==> config.mk <==
export PLATFORM = sky130hd
export DESIGN_NAME = tlbp_mmu
export DESIGN_NICKNAME = d
export VERILOG_FILES = /design/src/rtl/tlbp_pkg.sv /design/src/rtl/tlbp_store.sv /design/src/rtl/tlbp_first.sv /design/src/rtl/tlbp_victim.sv /design/src/rtl/tlbp_mmu.sv
export SDC_FILE = /design/constraint.sdc
export NUM_CORES = 2
export LEC_CHECK = 0
export BUFFER_PORTS_ARGS = -buffer_cell sky130_fd_sc_hd__buf_2
export CORE_MARGIN = 2
export CORE_UTILIZATION = 47
export CTS_CLUSTER_SIZE = 16
export DETAILED_ROUTE_END_ITERATION = 6
export PLACE_DENSITY_LB_ADDON = 0.25
export SYNTH_ARGS = -nofsm -noshare
export SYNTH_HDL_FRONTEND = slang
export SYNTH_SLANG_ARGS = --single-unit
==> constraint.sdc <==
create_clock -name clk -period 6.9 [get_ports clk]
set_input_delay 0.345 -clock clk [delete_from_list [all_inputs] [get_ports clk]]
set_output_delay 0.345 -clock clk [all_outputs]
set_load 0.005 [all_outputs]
==> src/rtl/tlbp_pkg.sv <==
package tlbp_pkg;
    localparam int DW      = 32;
    localparam int ASID_W  = 8;
    localparam int INV_BIT = 10;
    localparam int TAG_LSB = 13;
    localparam int TAG_W   = DW - TAG_LSB;
    localparam int MASK_W  = 16;
    localparam int PFN_W   = 20;
    localparam int LO_PAD  = DW - 6 - PFN_W;
    localparam int PM_PAD  = DW - TAG_LSB - MASK_W;

    typedef enum logic [2:0] {
        OP_PROBE     = 3'd0,
        OP_READ      = 3'd1,
        OP_WRITE_IDX = 3'd2,
        OP_WRITE_RND = 3'd3,
        OP_INV_ASID  = 3'd4,
        OP_INV_ALL   = 3'd5
    } tlb_op_e;

    typedef struct packed {
        logic [PFN_W-1:0] pfn;
        logic [2:0]       attr;
        logic             dirty;
        logic             valid;
    } half_t;

    typedef struct packed {
        logic [TAG_W-1:0]  vtag;
        logic [ASID_W-1:0] asid;
        logic [MASK_W-1:0] mask;
        logic              glob;
        logic              dead;
        half_t             even;
        half_t             odd;
    } slot_t;
endpackage

==> src/rtl/tlbp_store.sv <==
module tlbp_store
    import tlbp_pkg::*;
#(
    parameter int ENTRIES = 16,
    parameter int IW      = $clog2(ENTRIES)
) (
    input  logic               clk,
    input  logic               rst_n,
    input  logic               wr_en,
    input  logic [IW-1:0]      wr_idx,
    input  slot_t              wr_slot,
    input  logic               kill_asid_en,
    input  logic               kill_all_en,
    input  logic [ASID_W-1:0]  kill_asid,
    input  logic [TAG_W-1:0]   probe_tag,
    input  logic [ASID_W-1:0]  probe_asid,
    input  logic [IW-1:0]      rd_idx,
    output slot_t              rd_slot,
    output logic [ENTRIES-1:0] match_vec
);
    slot_t slots [ENTRIES];

    for (genvar i = 0; i < ENTRIES; i++) begin : g_ent
        slot_t ent_q;
        logic  kill_me;
        logic [TAG_W-1:0] care;

        assign kill_me = kill_all_en ||
                         (kill_asid_en && !ent_q.glob && ent_q.asid == kill_asid);

        always_ff @(posedge clk or negedge rst_n) begin
            if (!rst_n) begin
                ent_q      <= '0;
                ent_q.dead <= 1'b1;
            end else if (wr_en && wr_idx == IW'(i)) begin
                ent_q <= wr_slot;
            end else if (kill_me) begin
                ent_q.dead <= 1'b1;
            end
        end

        assign care         = ~{{(TAG_W-MASK_W){1'b0}}, ent_q.mask};
        assign match_vec[i] = !ent_q.dead &&
                              (ent_q.glob || ent_q.asid == probe_asid) &&
                              (((ent_q.vtag ^ probe_tag) & care) == '0);
        assign slots[i]     = ent_q;
    end

    assign rd_slot = slots[rd_idx];


    kill_all_chk: assert property (@(posedge clk) disable iff (!rst_n)
        kill_all_en && !wr_en |=> match_vec == '0);


    ehinv_write_chk: assert property (@(posedge clk) disable iff (!rst_n)
        wr_en && wr_slot.dead |=> !match_vec[$past(wr_idx)]);
endmodule

==> src/rtl/tlbp_first.sv <==
module tlbp_first #(
    parameter int N  = 16,
    parameter int IW = $clog2(N)
) (
    input  logic          clk,
    input  logic          rst_n,
    input  logic [N-1:0]  vec,
    output logic          hit,
    output logic [IW-1:0] idx
);
    always_comb begin
        hit = |vec;
        idx = '0;
        for (int i = N - 1; i >= 0; i--) begin
            if (vec[i]) idx = IW'(i);
        end
    end


    lowest_hit_chk: assert property (@(posedge clk) disable iff (!rst_n)
        hit |-> vec[idx] && ((vec & ((N'(1) << idx) - N'(1))) == '0));
endmodule

==> src/rtl/tlbp_victim.sv <==
module tlbp_victim #(
    parameter int ENTRIES = 16,
    parameter int IW      = $clog2(ENTRIES)
) (
    input  logic          clk,
    input  logic          rst_n,
    input  logic          step,
    input  logic [IW-1:0] wired,
    output logic [IW-1:0] slot
);
    localparam logic [IW-1:0] LAST = IW'(ENTRIES - 1);

    logic [IW-1:0] cnt_q;

    assign slot = (cnt_q < wired) ? LAST : cnt_q;

    always_ff @(posedge clk or negedge rst_n) begin
        if (!rst_n)    cnt_q <= LAST;
        else if (step) cnt_q <= (slot <= wired) ? LAST : slot - 1'b1;
    end


    above_wired_chk: assert property (@(posedge clk) disable iff (!rst_n)
        wired <= LAST |-> slot >= wired && slot <= LAST);
endmodule

==> src/rtl/tlbp_mmu.sv <==
module tlbp_mmu
    import tlbp_pkg::*;
#(
    parameter int ENTRIES = 16,
    localparam int IW     = $clog2(ENTRIES)
) (
    input  logic          clk,
    input  logic          rst_n,
    input  logic          start,
    input  logic [2:0]    op,
    input  logic [31:0]   hi_i,
    input  logic [31:0]   lo0_i,
    input  logic [31:0]   lo1_i,
    input  logic [31:0]   mask_i,
    input  logic [31:0]   index_i,
    input  logic [IW-1:0] wired_i,
    output logic          done,
    output logic          index_we,
    output logic [31:0]   index_o,
    output logic          regs_we,
    output logic [31:0]   hi_o,
    output logic [31:0]   lo0_o,
    output logic [31:0]   lo1_o,
    output logic [31:0]   mask_o
);
    typedef enum logic [0:0] {ST_IDLE, ST_REPLY} state_e;

    state_e state_q, state_d;
    logic   accept;
    logic   is_probe, is_read, is_wr_idx, is_wr_rnd, is_inv_id, is_inv_all;
    logic [IW-1:0] ind_idx, tgt_idx, victim_slot, hit_idx;
    logic          hit;
    logic [ENTRIES-1:0] match_vec;
    slot_t rd_slot, wr_slot;

    logic unused_bits;
    assign unused_bits = ^{hi_i[12:11], hi_i[9:8], lo0_i[31:26], lo1_i[31:26],
                           mask_i[31:29], mask_i[12:0]};

    // state register
    always_ff @(posedge clk or negedge rst_n) begin
        if (!rst_n) state_q <= ST_IDLE;
        else        state_q <= state_d;
    end

    always_comb begin
        state_d = state_q;
        unique case (state_q)
            ST_IDLE:  if (start) state_d = ST_REPLY;
            ST_REPLY: state_d = ST_IDLE;
            default:  state_d = ST_IDLE;
        endcase
    end

    assign accept     = (state_q == ST_IDLE) && start;
    assign is_probe   = op == OP_PROBE;
    assign is_read    = op == OP_READ;
    assign is_wr_idx  = op == OP_WRITE_IDX;
    assign is_wr_rnd  = op == OP_WRITE_RND;
    assign is_inv_id  = op == OP_INV_ASID;
    assign is_inv_all = op == OP_INV_ALL;

    assign ind_idx = IW'(index_i[DW-2:0] % (DW-1)'(ENTRIES));
    assign tgt_idx = is_wr_rnd ? victim_slot : ind_idx;

    always_comb begin
        if (hi_i[INV_BIT]) begin
            wr_slot      = rd_slot;
            wr_slot.dead = 1'b1;
        end else begin
            wr_slot.vtag  = hi_i[DW-1:TAG_LSB];
            wr_slot.asid  = hi_i[ASID_W-1:0];
            wr_slot.mask  = mask_i[TAG_LSB+MASK_W-1:TAG_LSB];
            wr_slot.glob  = lo0_i[0] & lo1_i[0];
            wr_slot.dead  = 1'b0;
            wr_slot.even  = half_t'(lo0_i[6+PFN_W-1:1]);
            wr_slot.odd   = half_t'(lo1_i[6+PFN_W-1:1]);
        end
    end

    tlbp_store #(.ENTRIES(ENTRIES), .IW(IW)) u_store (
        .clk          (clk),
        .rst_n        (rst_n),
        .wr_en        (accept && (is_wr_idx || is_wr_rnd)),
        .wr_idx       (tgt_idx),
        .wr_slot      (wr_slot),
        .kill_asid_en (accept && is_inv_id),
        .kill_all_en  (accept && is_inv_all),
        .kill_asid    (hi_i[ASID_W-1:0]),
        .probe_tag    (hi_i[DW-1:TAG_LSB]),
        .probe_asid   (hi_i[ASID_W-1:0]),
        .rd_idx       (tgt_idx),
        .rd_slot      (rd_slot),
        .match_vec    (match_vec)
    );

    tlbp_first #(.N(ENTRIES), .IW(IW)) u_first (
        .clk   (clk),
        .rst_n (rst_n),
        .vec   (match_vec),
        .hit   (hit),
        .idx   (hit_idx)
    );

    tlbp_victim #(.ENTRIES(ENTRIES), .IW(IW)) u_victim (
        .clk   (clk),
        .rst_n (rst_n),
        .step  (accept && is_wr_rnd),
        .wired (wired_i),
        .slot  (victim_slot)
    );

    // output registers
    always_ff @(posedge clk or negedge rst_n) begin
        if (!rst_n) begin
            done     <= 1'b0;
            index_we <= 1'b0;
            regs_we  <= 1'b0;
            index_o  <= '0;
            hi_o     <= '0;
            lo0_o    <= '0;
            lo1_o    <= '0;
            mask_o   <= '0;
        end else begin
            done     <= accept;
            index_we <= accept && is_probe;
            regs_we  <= accept && is_read;
            if (accept && is_probe) begin
                index_o <= hit ? {{(DW-IW){1'b0}}, hit_idx}
                               : (index_i | 32'h8000_0000);
            end
            if (accept && is_read) begin
                if (rd_slot.dead) begin
                    hi_o   <= 32'(1) << INV_BIT;
                    lo0_o  <= '0;
                    lo1_o  <= '0;
                    mask_o <= '0;
                end else begin
                    hi_o   <= {rd_slot.vtag, {(TAG_LSB-ASID_W){1'b0}}, rd_slot.asid};
                    lo0_o  <= {{LO_PAD{1'b0}}, rd_slot.even, rd_slot.glob};
                    lo1_o  <= {{LO_PAD{1'b0}}, rd_slot.odd, rd_slot.glob};
                    mask_o <= {{PM_PAD{1'b0}}, rd_slot.mask, {TAG_LSB{1'b0}}};
                end
            end
        end
    end


    done_pulse_chk: assert property (@(posedge clk) disable iff (!rst_n)
        done |=> !done);


    done_cause_chk: assert property (@(posedge clk) disable iff (!rst_n)
        done |-> $past(start));


    dead_read_chk: assert property (@(posedge clk) disable iff (!rst_n)
        regs_we && hi_o[INV_BIT] |-> lo0_o == '0 && lo1_o == '0 && mask_o == '0);


    glob_copy_chk: assert property (@(posedge clk) disable iff (!rst_n)
        regs_we |-> lo0_o[0] == lo1_o[0]);


    probe_range_chk: assert property (@(posedge clk) disable iff (!rst_n)
        index_we && !index_o[31] |-> index_o[30:0] < 31'(ENTRIES));
endmodule

==> results.py <==
metrics = {
    "clock_network": {
        "postCtsSetupBuffers": 0,
        "cts_buffer_depth": 3,
        "clkSlewWorstSetupHoldPaths_ns": 0.06,
        "cts.sinks": 1654,
        "cts_resized": 0,
        "clock_latency_ns": 0.87,
        "root_buffer": "clkbuf_16",
        "cts_tree": "done",
        "cts_max_level": 4,
        "cts_hold_buffers": 86,
        "cts-buffers-inserted": 179,
    },
    "synthesis": {
        "netlist_area_um2": 81000,
        "yosysUniqueCellTypes": 70,
        "synth-xor-area-share": 0.0467,
        "synth_mux_area_frac": 0.0701,
        "syn_inst": 8879,
        "synth_fa_ha_area_frac": 0.00124,
        "yosys.area_share.simple": 0.164,
        "synth-compound-area-share": 0.154,
        "synth-main-ff-cell": "dfrtp_1",
        "synth-edff-count": 0,
        "ys_seq_area_frac": 0.511,
        "ys_warn_count": 0,
        "synth.avg_cell_area_um2": 9.12,
        "async_flop_share": 1.00,
        "yosysTopAreaCellShare": 0.505,
        "synth-seq-cells": 1654,
        "synthTopCellsByArea": "dfrtp_1 50%, a21oi_1 10%, nor2_1 7.2%",
        "synth.largest_area_cell": "dfrtp_1",
        "synth_top_family_by_area": "simple AND/OR/NAND/NOR gates",
    },
    "critical_path": {
        "required_ns": 7.57,
        "critPathLaunchType": "flip-flop",
        "crit_start": "u_victim.cnt_q[2]$_DFFE_PN1P_",
        "worstReg2RegStart": "u_victim.cnt_q[2]$_DFFE_PN1P_",
        "arrival_ns": 5.80,
        "critPathMaxFanout": 76,
        "regToRegSetupSlack_ns": 1.76,
        "critPathCaptureType": "flip-flop",
        "critPathKind": "flip-flop to flip-flop",
    },
    "sta": {
        "max_freq_ghz": 0.195,
        "clock_skew_ns": 0.0532,
        "setup_tns_ns": 0,
        "setup_viol": 0,
        "fin_crit_sh": 0.745,
        "drv_slew": 0,
        "period_needed_ns": 5.14,
        "tightestPinTransition_ns": 1.20,
        "rsz0062_at_grt": "false",
        "maxSlewHeadroom": 0.197,
        "hold_viol_final": 0,
    },
    "grt": {
        "grt_pass1_wl_mm": 408,
        "grt_overflow": 0,
        "grt_max_degree": 171,
        "grt_pass1_vias": 62900,
        "grt_usage": 0.309,
        "antenna_found_initial": 27,
    },
    "die": {
        "die_w_um": 419,
        "coreArea_um2": 171000,
        "rows": 152,
        "io_pins": 333,
        "die_h_um": 419,
        "die_area_um2": 176000,
        "start_util": 0.473,
    },
    "placement": {
        "dp_cells": 10800,
        "port-buffer-count": 267,
        "hpwlAfterDp_mm": 170,
        "routabilityCongestion": 0.961,
    },
    "min_path": {
        "min_from": "lo1_i[3]",
        "hold_path.class": "input pin to flip-flop",
    },
    "route": {
        "wl_per_cell_um": 24.5,
        "drtPass1Iterations": 7,
        "postRouteAntennaNets": 0,
        "viasPerCell": 5.91,
        "wirelength_mm": 275,
        "num_vias": 66200,
        "initialDrtViolationCount": 8348,
        "drc": 0,
    },
    "finish": {
        "fin_util": 0.522,
        "fin_nets": 8925,
        "layoutNonFillerInstCount": 11200,
        "fillers": 15600,
        "syn_to_final_growth_pct": 10.5,
        "layout-drive-gt1-share": 0.0919,
    },
    "flow_run": {
        "cap_viol_max_count": 0,
    },
    "run_status": {
        "outcome": "finished, final reports clean",
    },
    "power_and_ir_drop": {
        "ir_drop_mv": 0.213,
        "powerDensity_nw_per_um2": 336,
        "p_leak_nw": 41.5,
    },
}
-- layout by cell type, fill, tap and decap left out, types with 10 or more instances in the layout --
cell	n
a211oi_1	18
a21oi_1	1618
a21oi_2	78
a21oi_4	26
a22o_1	27
a32oi_1	188
buf_12	41
buf_2	266
buf_4	76
bufinv_16	10
clkbuf_1	56
clkbuf_16	179
clkbuf_8	36
clkinv_2	22
conb_1	32
dfrtp_1	1634
dfstp_2	20
diode_2	12
dlygate4sd3_1	86
mux2i_1	567
nand2_1	1074
nand2b_1	11
nand3_1	486
nor2_1	1554
nor3_1	13
nor4_1	49
o21ai_0	18
o22ai_1	128
or4_1	11
xnor2_1	256
xor2_1	176
-- worst max-delay path, stage by stage (launching register included) --
cell,delay [ns]
dfstp_2,0.60
ha_1,0.26
a21oi_1,0.25
o21ai_4,0.13
a21oi_4,0.43
o31a_1,0.80
nor2_4,0.35
buf_12,0.33
a32oi_1,0.54
a21oi_1,0.14
a21oi_2,0.78
a21oi_1,0.15
-- cells by family (layout without fill, tap and decap cells) --
| family | count (synthesis) | count (layout) |
|---|---|---|
| other | 1 | 44 |
| muxes | 567 | 567 |
| xor gates and xnor gates | 432 | 432 |
| buffers and inverters | 823 | 801 |
| adders and majority gates | 8 | 8 |
| and+or+nand+nor | 3260 | 3260 |
| DFF | 1654 | 1654 |
| AOI/OAI and AO/OA | 2134 | 2134 |
-- state kept, by name, indices dropped and copies added, names as in the netlist --
signal               count
done                     1
hi_o                    28
index_o                 32
index_we                 1
lo0_o                   25
lo1_o                   26
mask_o                  16
regs_we                  1
u_store.g_ent.ent_q   1520
u_victim.cnt_q           4
-- worst paths after layout --
path                       cells after the start                                 endpoint
min in group asynchronous                      2                   index_o[6]$_DFFE_PN0P_
hold / removal                                 3    u_store.g_ent[3].ent_q[2]$_DFFE_PN0P_
max in group asynchronous                      4   u_store.g_ent[8].ent_q[10]$_DFFE_PN0P_
setup / recovery                              11  u_store.g_ent[13].ent_q[57]$_DFFE_PN0P_
hold reg to reg                                2                    lo0_o[17]$_DFFE_PN0P_
setup reg to reg                              11  u_store.g_ent[13].ent_q[57]$_DFFE_PN0P_
-- synth_stat cells (3+ instances only) --
cell      count
a211oi_1     18
a21oi_1    1618
a21oi_2      78
a21oi_4      26
a22o_1       27
a31oi_1       3
a32oi_1     188
and3_1       12
and4b_1       4
buf_1        37
buf_2       344
buf_4       170
buf_6        17
clkbuf_1    245
dfrtp_1    1634
dfstp_2      20
ha_1          8
inv_1         8
mux2i_1     567
nand2_1    1074
nand2b_1     11
nand3_1     486
nand4_1       3
nand4b_1      7
nor2_1     1555
nor2_2        3
nor3_1       22
nor4_1       49
o21ai_0      18
o22ai_1     128
or2_2         4
or3_1         6
or4_1        11
xnor2_1     256
xor2_1      176
-- through the flow --
| step | setup slack [ns] | total power [W] | hold slack [ns] | cell area, um2 |
|---|---|---|---|---|
| finish | 1.76 | 0.0300 | 0.0626 | 89500 |
| floorplan | 3.75 | 0.0177 | 0.0494 | 81100 |
| global route | 1.68 | 0.0314 | 0.0616 | 89500 |
| detailed placement | 1.92 | 0.0201 | 0.452 | 82600 |
| global placement | 2.00 | 0.0199 | 0.449 | 82600 |
| CTS | 1.89 | 0.0300 | 0.0156 | 89500 |
-- report_power, final --
part | internal [W] | total, W | switching, W
logic | 0.00260 | 0.00681 | 0.00422
clock network | 0.00561 | 0.00982 | 0.00421
registers | 0.0118 | 0.0134 | 0.00161
-- routing by layer --
| layer | vias to the layer above | global-route usage | wire [um] |
|---|---|---|---|
| met5 | - | 0 | 79 |
| met4 | 14 | 0.172 | 15700 |
| met3 | 614 | 0.0499 | 22300 |
| met2 | 2986 | 0.474 | 125000 |
| met1 | 32700 | 0.418 | 111000 |
| li1 | 29900 | - | - |
-- cell type report --
cell class	instances	area, um2	area share
multi-input cells	6433	35500	0.397
flip-flops and latches	1654	41400	0.463
clock buffers	271	5180	0.0579
inverters	10	47.5	0.000531
repair buffers	469	3580	0.0400
clock inverters	51	821	0.00917
well taps	2310	2890	0.0323
diodes	12	30.0	0.000336
No activity file was read; power rests on OpenSTA's default activity.
